==> src/rtl/fsd_pkg.sv <==
package fsd_pkg;
    typedef enum logic {
        ST_INT  = 1'b0,
        ST_FRAC = 1'b1
    } fsd_mode_e;

    localparam int unsigned FSD_MOD_DEFAULT = 62976;
endpackage

==> src/rtl/fsd_mod_stage.sv <==
module fsd_mod_stage #(
    parameter int unsigned MOD = 62976,
    parameter int          AW  = 16
) (
    input  logic          clk,
    input  logic          srst,
    input  logic          run,
    input  logic [AW-1:0] addend,
    output logic [AW-1:0] rem_nxt,
    output logic          carry
);
    localparam logic [AW:0] MODV = (AW+1)'(MOD);

    logic [AW-1:0] acc_q;
    logic [AW:0]   raw;

    always_comb begin
        raw     = {1'b0, acc_q} + {1'b0, addend};
        carry   = (raw >= MODV);
        rem_nxt = carry ? AW'(raw - MODV) : raw[AW-1:0];
    end

    always_ff @(posedge clk) begin
        if (srst || !run) acc_q <= '0;
        else              acc_q <= rem_nxt;
    end

    // remainder never reaches the modulus
    p_acc_range_r2: assert property (@(posedge clk) disable iff (srst)
        1'b1 |=> ({1'b0, acc_q} < MODV));
endmodule

==> src/rtl/fsd_noise_comb.sv <==
module fsd_noise_comb #(
    parameter int OW = 4
) (
    input  logic          clk,
    input  logic          srst,
    input  logic          run,
    input  logic          neg,
    input  logic [2:0]    carry,
    output logic [OW-1:0] off_nxt,
    output logic [OW-1:0] off_q
);
    logic c2_d, c3_d, c3_dd;

    function automatic logic [OW-1:0] ext(input logic b);
        return {{(OW-1){1'b0}}, b};
    endfunction

    always_comb begin
        if (run)
            off_nxt = ext(carry[0])
                    + ext(carry[1]) - ext(c2_d)
                    + ext(carry[2]) - (ext(c3_d) << 1) + ext(c3_dd)
                    - ext(neg);
        else
            off_nxt = '0;
    end

    always_ff @(posedge clk) begin
        if (srst || !run) begin
            c2_d  <= 1'b0;
            c3_d  <= 1'b0;
            c3_dd <= 1'b0;
            off_q <= '0;
        end else begin
            c2_d  <= carry[1];
            c3_d  <= carry[2];
            c3_dd <= c3_d;
            off_q <= off_nxt;
        end
    end

    // sign-dependent correction range
    p_offset_pos_r4: assert property (@(posedge clk) disable iff (srst)
        (run && !neg) |=> ($signed(off_q) >= -3 && $signed(off_q) <= 4));
    p_offset_neg_r4: assert property (@(posedge clk) disable iff (srst)
        (run && neg) |=> ($signed(off_q) >= -4 && $signed(off_q) <= 3));
endmodule

==> src/rtl/fsd_modulator.sv <==
module fsd_modulator
    import fsd_pkg::*;
#(
    parameter int unsigned MOD = FSD_MOD_DEFAULT,
    parameter int          FW  = 17,
    parameter int          NW  = 10
) (
    input  logic          clk,
    input  logic          srst,
    input  logic          frac_en,
    input  logic [FW-1:0] frac_word,
    input  logic [NW-1:0] base_n,
    output logic [3:0]    offset,
    output logic [NW:0]   total_n
);
    localparam int AW     = $clog2(MOD);
    localparam int OW     = 4;
    localparam int STAGES = 3;

    fsd_mode_e     state_q, state_nxt;
    logic          run;
    logic          neg;
    logic [AW-1:0] x_in;
    logic [AW-1:0] addend [STAGES];
    logic [AW-1:0] rem    [STAGES];
    logic [2:0]    carry;
    logic [OW-1:0] off_nxt, off_q;
    logic [NW:0]   total_nxt, total_q;

    // state register
    always_ff @(posedge clk) begin
        if (srst) state_q <= ST_INT;
        else      state_q <= state_nxt;
    end

    // transitions: ENGAGE / RELEASE
    always_comb begin
        unique case (state_q)
            ST_INT:  state_nxt = frac_en ? ST_FRAC : ST_INT;
            ST_FRAC: state_nxt = frac_en ? ST_FRAC : ST_INT;
            default: state_nxt = ST_INT;
        endcase
    end

    // signed fraction folded into the unsigned accumulator range
    always_comb begin
        neg  = frac_word[FW-1];
        x_in = neg ? AW'(frac_word + FW'(MOD)) : AW'(frac_word);
    end

    for (genvar i = 0; i < STAGES; i++) begin : g_stage
        if (i == 0) begin : g_head
            assign addend[i] = x_in;
        end else begin : g_chain
            assign addend[i] = rem[i-1];
        end
        fsd_mod_stage #(.MOD(MOD), .AW(AW)) u_stage (
            .clk    (clk),
            .srst   (srst),
            .run    (run),
            .addend (addend[i]),
            .rem_nxt(rem[i]),
            .carry  (carry[i])
        );
    end

    fsd_noise_comb #(.OW(OW)) u_comb (
        .clk    (clk),
        .srst   (srst),
        .run    (run),
        .neg    (neg),
        .carry  (carry),
        .off_nxt(off_nxt),
        .off_q  (off_q)
    );

    // outputs
    always_comb begin
        unique case (state_nxt)
            ST_FRAC: begin
                run       = 1'b1;
                total_nxt = (NW+1)'({1'b0, base_n}
                          + {{(NW+1-OW){off_nxt[OW-1]}}, off_nxt});
            end
            default: begin
                run       = 1'b0;
                total_nxt = {1'b0, base_n};
            end
        endcase
    end

    always_ff @(posedge clk) begin
        if (srst) total_q <= '0;
        else      total_q <= total_nxt;
    end

    assign offset  = off_q;
    assign total_n = total_q;

    // integer mode never shows a correction
    p_int_zero_r5: assert property (@(posedge clk) disable iff (srst)
        (state_q == ST_INT) |-> (offset == '0));

    // total is sampled base plus the correction
    p_total_sum_r6: assert property (@(posedge clk) disable iff (srst)
        1'b1 |=> ($signed({1'b0, total_n}) ==
                  $signed({2'b00, $past(base_n)})
                  + $signed({{(NW+2-OW){offset[OW-1]}}, offset})));

    // last stage remainder stays within the modulus
    p_tail_range_r2: assert property (@(posedge clk) disable iff (srst)
        run |-> ({1'b0, rem[STAGES-1]} < (AW+1)'(MOD)));
endmodule

==> config.mk <==
export PLATFORM = sky130hd
export DESIGN_NAME = fsd_modulator
export DESIGN_NICKNAME = d
export VERILOG_FILES = /design/src/rtl/fsd_pkg.sv /design/src/rtl/fsd_mod_stage.sv /design/src/rtl/fsd_noise_comb.sv /design/src/rtl/fsd_modulator.sv
export SDC_FILE = /design/constraint.sdc
export NUM_CORES = 1
export LEC_CHECK = 0
export BUFFER_PORTS_ARGS = -buffer_cell sky130_fd_sc_hd__buf_2
export CAP_MARGIN = 20
export CORE_ASPECT_RATIO = 0.9
export CORE_MARGIN = 5
export CORE_UTILIZATION = 40
export DETAILED_ROUTE_END_ITERATION = 10
export GPL_TIMING_DRIVEN = 1
export SLEW_MARGIN = 15
export SYNTH_ARGS = -nofsm -noshare
export SYNTH_HDL_FRONTEND = slang
export SYNTH_HIERARCHICAL = 1
export SYNTH_SLANG_ARGS = --single-unit
==> constraint.sdc <==
create_clock -name clk -period 12.51 [get_ports clk]
set_input_delay 2.502 -clock clk [delete_from_list [all_inputs] [get_ports clk]]
set_output_delay 2.502 -clock clk [all_outputs]
set_load 0.005 [all_outputs]
==> results of run 1 <==
-- per-stage QoR --
step           std cells  area [µm²]  TNS [ns]  setup WS, ns  hold WS [ns]
2_1_floorplan        730        6180         0         0.562         0.503
3_3_place_gp         975        6710         0         0.311         0.520
3_5_place_dp         975        6710   -0.0552       -0.0552         0.525
4_1_cts              990        6980         0         0.268         0.535
5_1_grt              994        7060    -0.119       -0.0618         0.553
6_report             994        7060         0         0.517         0.529
-- area by class of cell --
class	instances	share of cell area, %
tap	202	3.58
timing repair buffer	69	5.77
multi-input combinational	610	66.4
clock inverter	5	0.443
sequential	66	18.7
inverter	32	1.70
clock buffer	10	3.38
-- what timing repair did --
action,4_1_cts,5_1_grt
setup buffers,0,4
gates resized for setup,0,8
setup endpoints to repair,0,6
-- registers in the layout, summed over array words and instances, names as in the netlist --
| register | count |
|---|---|
| total_n | 11 |
| u_comb/c3_dd | 1 |
| u_comb/c2_d | 1 |
| g_stage.u_stage/acc_q | 48 |
| u_comb/off_q | 4 |
| u_comb/c3_d | 1 |
-- per-layer routing --
layer	up-vias	GRT usage [%]	part of all wire (%)
li1	2871	-	-
met1	2670	24.2	47
met2	154	28.7	45
met3	32	3.58	4.9
met4	0	7.12	2.9
met5	-	0	0
-- cell usage in the layout (no fill, tap or decap), drive strengths merged, types with 4 or more instances in the layout --
cell type  instances
a211o              7
nor2b              8
a2111oi            6
and3              10
inv               31
mux2i             10
a32o               4
and2              34
fa                 7
nand2             52
o211ai            21
nand2b             6
o21ai             25
nand4              6
or4                7
nor2              44
dfxtp             66
a21o              20
ha                64
nor4               4
xnor2             29
a21boi             5
a31oi             13
buf               69
clkinv             5
o22ai              4
nand3             21
or2                4
o21a              14
xor2              20
clkbuf            10
and3b              7
or3                8
a21oi             56
nor3              13
a211oi            19
a31o               4
o31a               5
-- worst max-delay path, delay by kind of cell --
family                     cells  cell delay [ns]
adders and majority gates      8             2.39
and+or+nand+nor               17             3.38
buffers and inverters          8             0.73
AOI/OAI and AO/OA             11             2.53
xor gates and xnor gates       3             0.69
-- path summary, 6_finish.rpt --
path / start / end / cells past startpoint
worst max-delay path: frac_word[9] / total_n[9] / 47
worst min-delay path: u_comb/c3_d / u_comb/c3_dd / 1
worst max register to register: g_stage[0].u_stage/acc_q[0] / total_n[9] / 42
worst min register to register: u_comb/c3_d / u_comb/c3_dd / 1
==> flow_summary.yaml, run 1 <==
outcome:
  status: "finished clean"
worst_hold_path:
  hp-class: "reg -> reg"
sta:
  worst_slew_pin_slew_ns: 0.984
  drv_slew: 0
  fmax_mhz: 83.4
  worst_clock_skew_ns: 0.0124
  finalHoldViolCount: 0
  timing.final.crit_share_pct: 95.9
  slew_headroom_pct: 34.2
  setup_viol: 0
  finalCriticalPeriod_ns: 11.99
die:
  boundaryPins: 45
  die_area_um2: 18000
  row_count: 43
  initial_core_util_pct: 40.4
  die_h_um: 128
  core_um2: 15300
  die_w_um: 141
drt:
  vias: 5727
  drtIter0Drc: 367
  dr.pass1.iters: 5
  drc: 0
  drt-total-wl_um: 15900
  wire_per_inst_um: 16.0
  ant_nets: 0
  viasPerCell: 5.76
worst_setup_path:
  reg2reg_slack_ns: 2.59
  crit_path_end_kind: "register"
  worstSetupPathType: "in -> reg"
  cp_max_fo: 8
  cp-start-kind: "primary input"
  worstPathRequired_ns: 12.80
  worstPathArrival_ns: 12.28
  slowest_stage: "or4b_1"
  max_stage_delay_ns: 0.54
grt:
  antenna_found_initial: 0
  grt_pass1_wl_um: 27000
  grt_pass1_vias: 5529
  grtUsageTotal_pct: 18.1
  grt_overflow: 0
  grt_max_degree: 28
cts:
  clkLatencyLatePin_ns: 0.35
  cts_root_buffer: "clkbuf_16"
  clockBufferDepth: 2
  cts_num_sinks: 66
  cts_tree: "built"
  htree_num_levels: 3
  cts_hold_buf: 0
  clkSlewWorstSetupHoldPaths_ns: 0.05
  cts_made_buffers: 9
logic_synthesis:
  netlist_instances: 730
  ys_warn_count: 6
  syn_area_um2: 6180
  synth_nets: 831
  syn_area_per_cell_um2: 8.46
finish:
  multi_input_area_um2: 4690
  area_growth_pct: 14.3
  post-route-util_pct: 46.2
  fillers: 1511
  layout-drive-gt1-share_pct: 16.5
  final_nets: 889
  ff_latch_area_um2: 1320
  insertedDiodeCount: 0
placement:
  gp_congestion: 0.915
  port_buffers: 44
  dp_hpwl_um: 12500
flow_run:
  max_cap_viol_count: 0
Power of run 1 is left out: the tool's default activity adds up to more than one toggle a clock period on the data nets, which glitch-free logic cannot reach.
==> run 2, diff against run 1 <==
--- a/config.mk
+++ b/config.mk
@@ -12,6 +12,7 @@
 export CORE_UTILIZATION = 40
 export DETAILED_ROUTE_END_ITERATION = 10
 export GPL_TIMING_DRIVEN = 1
+export PLACE_DENSITY = 0.63
 export SLEW_MARGIN = 15
 export SYNTH_ARGS = -nofsm -noshare
 export SYNTH_HDL_FRONTEND = slang
==> run 2 against run 1 <==
Against the previous run: sequential cell count unchanged; via count decreased by 2.8%; global-route usage down 1.6 points; clock skew is 0.0050 ns lower; sequential share of layout area fell by 0.11 points; count of clock-buffer cells in the layout is 1 higher; hold slack gained 0.011 ns; fmax rose by 0.28%.
==> flow_summary.yaml, run 2 (synthesized netlist as in run 1, its figures left out) <==
grt:
  grt_overflow: 0
  grt_pass1_vias: 5295
  antenna_found_initial: 0
  grt_pass1_wl_um: 24700
  grtUsageTotal_pct: 16.5
  grt_max_degree: 28
cts:
  clkLatencyLatePin_ns: 0.34
  htree_num_levels: 3
  cts_tree: "built"
  clkSlewWorstSetupHoldPaths_ns: 0.05
  cts_hold_buf: 0
  cts_made_buffers: 9
  cts_root_buffer: "clkbuf_16"
  clockBufferDepth: 2
  cts_num_sinks: 66
finish:
  fillers: 1525
  final_cells: 991
  multi_input_area_um2: 4710
  final_nets: 885
  insertedDiodeCount: 0
  layout_common_cells: "66 x dfxtp_1, 61 x ha_1, 53 x a21oi_1, 50 x nand2_1"
  postLayoutCellArea_um2: 7110
  area_growth_pct: 15.0
  layout_commonest_cell: "dfxtp_1"
  ff_latch_area_um2: 1320
  largest_reg_flops: 48
  max_flop_register: "g_stage.u_stage/acc_q"
  layout-drive-gt1-share_pct: 17.1
placement:
  dp_hpwl_um: 11500
  port_buffers: 44
  dpl-instance-area_um2: 6690
  placedCellCount: 972
  gp_congestion: 0.898
die:
  core_um2: 15300
  die_area_um2: 18000
  die_h_um: 128
  initial_core_util_pct: 40.4
  die_w_um: 141
  row_count: 43
  boundaryPins: 45
drt:
  viasPerCell: 5.62
  met2_length_um: 6710
  dr.pass1.iters: 5
  wire_per_inst_um: 14.8
  ant_nets: 0
  wl_met3_um: 443
  drt-total-wl_um: 14700
  drtIter0Drc: 383
  vias: 5567
  drc: 0
  highest-signal-layer: "met4"
  wl_met1_um: 7210
worst_setup_path:
  worstPathRequired_ns: 12.76
  crit_path_end_kind: "register"
  cp_max_fo: 8
  worstPathArrival_ns: 12.21
  max_stage_delay_ns: 0.55
  worstSetupPathType: "in -> reg"
  path_common_cell: "inv_1"
  slowest_stage: "or4b_1"
  cp-start-kind: "primary input"
sta:
  setup_viol: 0
  finalCriticalPeriod_ns: 11.96
  drv_slew: 0
  slew_headroom_pct: 32.8
  hold_slack_ns: 0.541
  worst_slew_pin_slew_ns: 1.01
  tns_ns: 0
  worst_clock_skew_ns: 0.00735
  timing.final.crit_share_pct: 95.6
  fmax_mhz: 83.6
  finalHoldViolCount: 0
worst_hold_path:
  hp-class: "reg -> reg"
outcome:
  status: "finished clean"
flow_run:
  max_cap_viol_count: 0
## run 2: cell count changes in the layout (fill, tap and decap cells not counted), moves of 2 or more
cell,delta
ha_2,+2
nand2_2,+2
bufinv_16,+2
ha_1,-2
buf_4,-4
a221oi_2,+2
nand2_1,-2
## run 2: critical path: cells and delay by family
kind	cells	cell delay [ns]
compound gates	16	3.52
fa+ha+maj	8	2.47
simple gates	11	2.21
buf+inv	8	0.74
xor+xnor	4	0.74
## run 2: metrics by stage
stage / setup slack [ns] / utilization (%)
2_1_floorplan: 0.562 / -
3_3_place_gp: 0.253 / 43.8
5_1_grt: -0.0205 / 46.5
3_5_place_dp: 0.111 / 43.8
4_1_cts: 0.352 / 45.9
6_report: 0.551 / 46.5
## run 2: area by class of cell
cell class,count,share of cell area [%]
flip-flops and latches,66,18.6
repair buffers,65,5.32
multi-input cells,610,66.3
inverters,32,1.69
clock buffers,11,3.42
well taps,202,3.56
clock inverters,5,1.09
## run 2: what timing repair did
action | CTS | global route
setup endpoints to repair | 0 | 7
buffers inserted | 0 | 3
gates resized for setup | 0 | 16
## run 2: worst paths after layout
kind                          startpoint           end  slack (ns)  depth (start not counted)
max                         frac_word[9]    total_n[8]        0.55                         47
min reg2reg                  u_comb/c3_d  u_comb/c3_dd        0.54                          1
max reg2reg  g_stage[0].u_stage/acc_q[0]    total_n[8]        2.59                         42
min                          u_comb/c3_d  u_comb/c3_dd        0.54                          1
## run 2: per-layer routing
metal  vias to the layer above  GRT usage (%)
li1                       2877              -
met1                      2568           22.0
met2                        95           26.6
met3                        27           3.10
met4                         0           6.44
met5                         -              0
Power of run 2 is left out for the same reason.
